[src/rtl/cdl_pkg.sv]
package cdl_pkg;
  typedef enum logic [1:0] {
    ST_IDLE  = 2'd0,
    ST_SHIFT = 2'd1,
    ST_LOAD  = 2'd2
  } cdl_state_e;
endpackage

[src/rtl/cdl_phase_timer.sv]
module cdl_phase_timer #(
  parameter int LEN_W = 8
) (
  input  logic             clk,
  input  logic             rst_n,
  input  logic             reload,
  input  logic [LEN_W-1:0] len,
  output logic             zero
);
  logic [LEN_W-1:0] cnt_q;

  always_ff @(posedge clk or negedge rst_n) begin
    if (!rst_n)      cnt_q <= '0;
    else if (reload) cnt_q <= len - LEN_W'(1);
    else             cnt_q <= cnt_q - LEN_W'(1);
  end

  assign zero = (cnt_q == '0);
endmodule

[src/rtl/cdl_shifter.sv]
module cdl_shifter #(
  parameter int W = 11
) (
  input  logic         clk,
  input  logic         rst_n,
  input  logic         load,
  input  logic [W-1:0] din,
  input  logic         shift,
  output logic         msb
);
  logic [W-1:0] sr_q;

  always_ff @(posedge clk or negedge rst_n) begin
    if (!rst_n)     sr_q <= '0;
    else if (load)  sr_q <= din;
    else if (shift) sr_q <= {sr_q[W-2:0], 1'b0};
  end

  assign msb = sr_q[W-1];
endmodule

[src/rtl/cal_dac_loader.sv]
module cal_dac_loader #(
  parameter int DATA_W   = 8,
  parameter int ADDR_W   = 3,
  parameter int CHAN_W   = 5,
  parameter int NUM_CHAN = 21,
  parameter int LEN_W    = 8
) (
  input  logic                     clk,
  input  logic                     rst_n,
  input  logic                     req_valid,
  output logic                     req_ready,
  input  logic [CHAN_W-1:0]        req_chan,
  input  logic [DATA_W-1:0]        req_value,
  input  logic [LEN_W-1:0]         phase_len,
  output logic                     busy,
  output logic                     done,
  output logic                     err,
  output logic                     ser_clk,
  output logic                     ser_data,
  output logic [CHAN_W-ADDR_W-1:0] load_sel
);
  import cdl_pkg::*;

  localparam int WORD_W = ADDR_W + DATA_W;
  localparam int SEL_W  = CHAN_W - ADDR_W;
  localparam int BIT_W  = $clog2(WORD_W);

  cdl_state_e       state_q;
  logic             phase_hi_q;
  logic [BIT_W-1:0] bits_q;
  logic [SEL_W-1:0] code_q;
  logic [LEN_W-1:0] len_q;
  logic             done_q, err_q;

  logic [LEN_W-1:0] len_in;
  logic             accept, bad_chan, start;
  logic             tmr_zero, expire, do_shift, shift_msb;

  assign len_in   = (phase_len == '0) ? LEN_W'(1) : phase_len;
  assign req_ready = (state_q == ST_IDLE);
  assign accept   = req_valid && req_ready;
  assign bad_chan = (req_chan > CHAN_W'(NUM_CHAN - 1));
  assign start    = accept && !bad_chan;
  assign expire   = (state_q != ST_IDLE) && tmr_zero;
  assign do_shift = (state_q == ST_SHIFT) && expire && phase_hi_q;

  cdl_phase_timer #(.LEN_W(LEN_W)) u_timer (
    .clk    (clk),
    .rst_n  (rst_n),
    .reload ((state_q == ST_IDLE) || expire),
    .len    ((state_q == ST_IDLE) ? len_in : len_q),
    .zero   (tmr_zero)
  );

  cdl_shifter #(.W(WORD_W)) u_shift (
    .clk   (clk),
    .rst_n (rst_n),
    .load  (start),
    .din   ({req_chan[ADDR_W-1:0], req_value}),
    .shift (do_shift),
    .msb   (shift_msb)
  );

  always_ff @(posedge clk or negedge rst_n) begin
    if (!rst_n) begin
      state_q    <= ST_IDLE;
      phase_hi_q <= 1'b0;
      bits_q     <= '0;
      code_q     <= '0;
      len_q      <= LEN_W'(1);
      done_q     <= 1'b0;
      err_q      <= 1'b0;
    end else begin
      done_q <= 1'b0;
      err_q  <= accept && bad_chan;
      case (state_q)
        ST_IDLE: begin
          if (start) begin
            state_q    <= ST_SHIFT;
            phase_hi_q <= 1'b0;
            bits_q     <= '0;
            code_q     <= req_chan[CHAN_W-1:ADDR_W] + SEL_W'(1);
            len_q      <= len_in;
          end
        end
        ST_SHIFT: begin
          if (expire) begin
            if (!phase_hi_q) begin
              phase_hi_q <= 1'b1;
            end else begin
              phase_hi_q <= 1'b0;
              bits_q     <= bits_q + BIT_W'(1);
              if (bits_q == BIT_W'(WORD_W - 1)) state_q <= ST_LOAD;
            end
          end
        end
        ST_LOAD: begin
          if (expire) begin
            state_q <= ST_IDLE;
            done_q  <= 1'b1;
          end
        end
        default: state_q <= ST_IDLE;
      endcase
    end
  end

  assign busy     = (state_q != ST_IDLE);
  assign done     = done_q;
  assign err      = err_q;
  assign ser_clk  = (state_q == ST_SHIFT) && phase_hi_q;
  assign ser_data = (state_q == ST_SHIFT) && shift_msb;
  assign load_sel = (state_q == ST_LOAD) ? code_q : '0;

  a_r3_data_hold: assert property (@(posedge clk) disable iff (!rst_n)
    (ser_clk && $past(ser_clk)) |-> $stable(ser_data));

  a_r4_load_clk_low: assert property (@(posedge clk) disable iff (!rst_n)
    (load_sel != '0) |-> (!ser_clk && busy));

  a_r4_load_after_high: assert property (@(posedge clk) disable iff (!rst_n)
    $rose(|load_sel) |-> $past(ser_clk));

  a_r6_done_after_busy: assert property (@(posedge clk) disable iff (!rst_n)
    done |-> ($past(busy) && !busy));

  a_r6_fall_gives_done: assert property (@(posedge clk) disable iff (!rst_n)
    $fell(busy) |-> done);

  a_r7_err_no_start: assert property (@(posedge clk) disable iff (!rst_n)
    err |-> (!busy && !done));

  a_r8_idle_quiet: assert property (@(posedge clk) disable iff (!rst_n)
    !busy |-> (!ser_clk && !ser_data && load_sel == '0));
endmodule

[config.mk]
export PLATFORM = sky130hd
export DESIGN_NAME = cal_dac_loader
export DESIGN_NICKNAME = d
export VERILOG_FILES = /design/src/rtl/cdl_pkg.sv /design/src/rtl/cdl_phase_timer.sv /design/src/rtl/cdl_shifter.sv /design/src/rtl/cal_dac_loader.sv
export SDC_FILE = /design/constraint.sdc
export NUM_CORES = 1
export LEC_CHECK = 0
export BUFFER_PORTS_ARGS = -buffer_cell sky130_fd_sc_hd__buf_2
export CORE_MARGIN = 8
export CORE_UTILIZATION = 48
export DETAILED_ROUTE_END_ITERATION = 7
export HOLD_SLACK_MARGIN = 0.06
export PLACE_DENSITY_LB_ADDON = 0.25
export SLEW_MARGIN = 5
export SYNTH_ARGS = -nofsm -noshare
export SYNTH_HDL_FRONTEND = slang
export SYNTH_HIERARCHICAL = 1
export SYNTH_SLANG_ARGS = --single-unit
[constraint.sdc]
create_clock -name clk -period 7.54 [get_ports clk]
set_input_delay 1.508 -clock clk [delete_from_list [all_inputs] [get_ports clk]]
set_output_delay 1.508 -clock clk [all_outputs]
set_load 0.01 [all_outputs]
Word-level counts from Yosys, hierarchy flattened. Index checks and enable logic that the tools add are counted.

Flip-flop bits (word level): 38. Input bits: 24. Output and inout port bits: 8. Logic and storage cells: 64.

Add/subtract/negate cells: 4. Order comparisons: 1. Equality and inequality tests: 8. Multiplexer cells: 22. Reductions and logical operators: 20.

Operator list (count): $mux W8 (3); $mux W11 (2); $logic_not A8 Y1 (2); $sub A8 B1 Y8 const B (2); $mux W2 (6); $mux W4 (3); $logic_and A1 B1 Y1 (8); $ne A2 B2 Y1 const B (4); $pmux W4 S2 (1); $pmux W2 S3 (1); $reduce_bool A2 Y1 (3); $gt A5 B5 Y1 const B (1); $mux W1 (5); $reduce_and A5 Y1 (1); $add A4 B1 Y4 const B (1); $eq A4 B4 Y1 const B (1); $reduce_and A4 Y1 (1); $reduce_and A3 Y1 (1); $add A2 B1 Y2 const B (1); $eq A2 B1 Y1 const B (1); $eq A2 B2 Y1 const B (1); $logic_not A2 Y1 (1); $ne A2 B1 Y1 const B (1); $pmux W1 S2 (1); other kinds (3) (3).

Longest topological paths before layout.
Depth in word-level cells: 6. Depth in mapped cells: 11. Gate-level depth less buffers: 9.

Hierarchy. The synthesis kept the hierarchy.

Modules (own cells, without submodules): cal_dac_loader (instances 1, cells an instance 98, area each 1059.8 sq um, sequential area each 476.7 sq um); cdl_phase_timer (instances 1, cells an instance 50, area each 540.5 sq um, sequential area each 200.2 sq um); cdl_shifter (instances 1, cells an instance 47, area each 499.2 sq um, sequential area each 275.3 sq um).

Least setup slack after synthesis. OpenSTA, ideal clock, no wires.

Path kind: input to register. Start: input port phase_len[4]. End: register u_timer.cnt_q[4]. Library setup time: 126 ps. Arrival: 2808 ps. Required time: 7414 ps. Setup slack: 4607 ps. Stages on the path: 8. Buffers on the path: 0. Cells stage by stage: nor4_1 a21oi_1 a21oi_1 mux2i_1 ha_1 nand3b_1 xor2_1 mux2i_1.

Longest elaborated chain between the ends: 5.

Ends and longest elaborated chain: start, declared (line cal_dac_loader.sv:14) `input logic [LEN_W-1:0] phase_len,`; $logic_not A8 Y1 (line cal_dac_loader.sv:39) `assign len_in = (phase_len == '0) ? LEN_W'(1) : phase_len;`; $mux W8 (*) (line cal_dac_loader.sv:39); $mux W8 (*) (line cal_dac_loader.sv:51) `.len ((state_q == ST_IDLE) ? len_in : len_q),`; $sub A8 B1 Y8 (*) (line cdl_phase_timer.sv:14) `else if (reload) cnt_q <= len - LEN_W'(1);`; $mux W8 (*) (line cdl_phase_timer.sv:14); end signal, assigned (line cdl_phase_timer.sv:14); end signal, assigned (line cdl_phase_timer.sv:15) `else cnt_q <= cnt_q - LEN_W'(1);`; end, declared (line cdl_phase_timer.sv:10) `logic [LEN_W-1:0] cnt_q;`.

Every way passes the cells marked *; elsewhere a longest branch is shown, timed or not. A chain may end at the register's enable or synchronous reset.

Worst setup path in the final report.
Start: input port req_chan[3]. End: register u_shift.sr_q[0].

Longest elaborated chain between the ends: 4. Elaborated cells on any way between the ends: 5. Those cells by class: 1 x order compare; 1 x mux; 3 x reduce/logical.

Ends and longest elaborated chain: start, declared (line cal_dac_loader.sv:12) `input logic [CHAN_W-1:0] req_chan,`; $gt A5 B5 Y1 (*) (line cal_dac_loader.sv:42) `assign bad_chan = (req_chan > CHAN_W'(NUM_CHAN - 1));`; $logic_not A1 Y1 (*) (line cal_dac_loader.sv:43) `assign start = accept && !bad_chan;`; $logic_and A1 B1 Y1 (*) (line cal_dac_loader.sv:43); net start (line cal_dac_loader.sv:36) `logic accept, bad_chan, start;`; $mux W11 / $reduce_bool A2 Y1 (equally long branches); end signal, assigned (line cdl_shifter.sv:15) `else if (load) sr_q <= din;`; end signal, assigned (line cdl_shifter.sv:16) `else if (shift) sr_q <= {sr_q[W-2:0], 1'b0};`; end, declared (line cdl_shifter.sv:11) `logic [W-1:0] sr_q;`.

The timed path passes the listed nets; every way through them passes the cells marked *.

==> results.cfg <==
[run_status]
status = finished, final reports clean

[pwr]
p_sw_mw = 0.0794
power_density_nw_per_um2 = 150
irDropWorstVdd_uv = 85.1
internal_power_mw = 0.271
p_leak_nw = 1.02
combPwrFrac_pct = 4.1
seqPwrFrac_pct = 58.1
sw_frac_of_total_pct = 22.6
clkPwrFrac_pct = 37.8

[timing]
relSlewSlack_pct = 44.0
rsz0062_at_grt = no
tightest_slew_ps = 839
skew_ps = 13.7
report.final.hold_viol_count = 0
final.setup.tns_ps = 0
finalSetupViolCount = 0
slew_viol_final = 0
period_share_pct = 40.3
max_freq_mhz = 329
finalCriticalPeriod_ps = 3040

[floorplanning]
rows = 24
core_um2 = 4290
die_w_um = 82.1
start_util_pct = 48.9
design.portCount = 32
chipHeight_um = 82.1
dieArea_um2 = 6750

[critical_path]
cp.arrival_ps = 3190
critPathRequiredTime_ps = 7680
path_class = input pin to register
crit_fanout = 22
start_kind = input pin
end_kind = register

[finish]
fill_cells = 408
layout-drive-gt1-share_pct = 28.3
mostFrequentLayoutCell = dfrtp_1
synthToLayoutAreaGrowth_pct = 11.5
fin_area_um2 = 2340
final_cell_mix = dfrtp_1 (37), buf_2 (31), mux2i_1 (18)
fin_nets = 255
n_antenna_cell = 0

[global_routing]
grt_max_degree = 39
gr-usage-met3_pct = 3.35
grt_pass1_wl_mm = 6.51
grt_busiest_layer = met2
met1_usage_pct = 16.1
grt_pass1_vias = 1405
globalRouteMet2Util_pct = 19.3
grt_util_all_layers_pct = 12.5
grt_overflow_total = 0
antenna_found_initial = 0

[clock_network]
clk_pin_slew_ps = 80
cts_sinks = 38
cts_setup_buffers = 0
ctsHtreeMaxLevel = 2
hold_buffers = 0
ctsResizeCount = 0
root_buffer = clkbuf_8
cts_tree = done
numCtsBuffers = 5
worstSkewPairLatency_ps = 290
cts_buffer_depth = 2

[place]
port_buffers = 31
place_area_um2 = 2260
post-dp-hpwl_mm = 2.91
place.gp.congestion = 0.735

[routing]
drc_errors = 0
wl_per_cell_um = 14.3
firstDrtPassIters = 4
route.vias.total = 1465
initialDrtViolationCount = 63
ant_nets = 0
drt-total-wl_mm = 3.98
via_per_inst = 5.27

[synth]
synth_cell_type_count = 41
syn_avg_cell_area_um2 = 10.8
ys_ff_latch = 38
synth_area_um2 = 2100
syn_nets = 224
synthCells = 195
ys_seq_area_share_pct = 45.4
ys_warn_count = 6

[flow_run]
maxCapViolations = 0

[hold_path]
hold_path_class = register to register
## state kept, by name, summed over array words and instances, names as in the netlist
| register | count |
|---|---|
| bits_q | 4 |
| code_q | 2 |
| done | 1 |
| err | 1 |
| len_q | 8 |
| phase_hi_q | 1 |
| state_q | 2 |
| u_shift/sr_q | 11 |
| u_timer/cnt_q | 8 |
## kinds of logic after synthesis
| family | share of synthesized area, % |
|---|---|
| XOR/XNOR | 3.75 |
| multiplexers | 18.1 |
| buffers and inverters | 4.89 |
| AND/OR/NAND/NOR | 15.1 |
| flip-flops | 45.4 |
| adder cells (fa/ha/maj) | 2.98 |
| AO/OA/AOI/OAI | 9.83 |
## worst max-delay path: stages
cell and delay [ps]:
buf_2 100, inv_1 60, ha_1 190, a21oi_1 160
a41oi_2 100, or2_4 380, inv_1 430, nand2b_1 170
o21ai_0 80
## metrics by stage
step           hold slack, ps  cells  power, mW  util [%]  setup slack (ps)
3_3_place_gp              483    271      0.222      52.7              4250
5_1_grt                   517    278      0.364      54.5              4330
4_1_cts                   497    278      0.355      54.5              4480
3_5_place_dp              485    271      0.223      52.7              4180
6_report                  498    278      0.351      54.5              4500
2_1_floorplan             453    195      0.210         -              4610
## power by group through the flow
| stage | Sequential, mW | Clock (mW) | Combinational [mW] |
|---|---|---|---|
| 2_1_floorplan | 0.208 | 0 | 0.00240 |
| 3_3_place_gp | 0.208 | 0 | 0.0147 |
| 3_5_place_dp | 0.208 | 0 | 0.0149 |
| 4_1_cts | 0.204 | 0.136 | 0.0149 |
| 5_1_grt | 0.204 | 0.144 | 0.0166 |
| 6_report | 0.204 | 0.132 | 0.0144 |
## cells in the mapped netlist
cell type,number,area (um2)
a221oi_1,1,8.76
nor3_2,2,20.0
a21oi_1,7,35.0
o31ai_1,1,7.51
nand2_1,17,63.8
or2_4,1,8.76
nor4b_4,1,23.8
mux2_2,9,101
o21ai_0,14,70.1
mux2i_4,1,22.5
or2_2,1,6.26
dfstp_2,1,26.3
o32ai_1,1,8.76
clkbuf_2,1,5.00
nor2_2,1,6.26
nand4_1,1,6.26
nand2b_1,4,25.0
buf_2,3,15.0
and2b_1,1,7.51
nor2_1,8,30.0
mux2i_1,18,180
nor4_1,2,12.5
nand3_1,2,10.0
dfrtp_1,37,926
xor2_1,5,43.8
nand3b_1,2,15.0
a31oi_1,1,6.26
nor3_1,3,15.0
and2_1,4,25.0
and3_1,2,12.5
xnor2_1,4,35.0
a41oi_1,1,8.76
o21ai_1,9,45.0
ha_1,5,62.6
nor2_4,1,11.3
a41oi_2,1,16.3
buf_6,4,45.0
mux2_4,5,75.1
nor2b_1,2,12.5
inv_1,10,37.5
nand2_2,1,6.26
## cell type report
type	instances	area, um2	area share [%]
Inverter	10	37.5	1.60
Tap cell	52	65.1	2.78
Timing Repair Buffer	32	163	6.95
Sequential cell	38	952	40.7
Clock buffer	5	68.8	2.94
Multi-Input combinational cell	139	1040	44.6
Clock inverter	2	10.0	0.428
## path summary, 6_finish.rpt
check | from | endpoint | slack, ps | depth (start not counted)
worst max register to register | u_timer/cnt_q[2] | u_timer/cnt_q[4] | 4900 | 10
max in group asynchronous | rst_n | u_timer/cnt_q[7] | 5690 | 1
worst max-delay path | req_chan[3] | u_shift/sr_q[0] | 4500 | 9
min in group asynchronous | rst_n | u_shift/sr_q[6] | 1310 | 1
worst min register to register | bits_q[3] | bits_q[3] | 500 | 1
worst min-delay path | bits_q[3] | bits_q[3] | 500 | 1
## per-layer routing
metal / up-vias / wire, um
li1: 736 / -
met1: 692 / 1870
met2: 30 / 1810
met3: 7 / 229
met4: 0 / 67
met5: - / 0
Note: power is estimated with default switching activity, not from simulation.
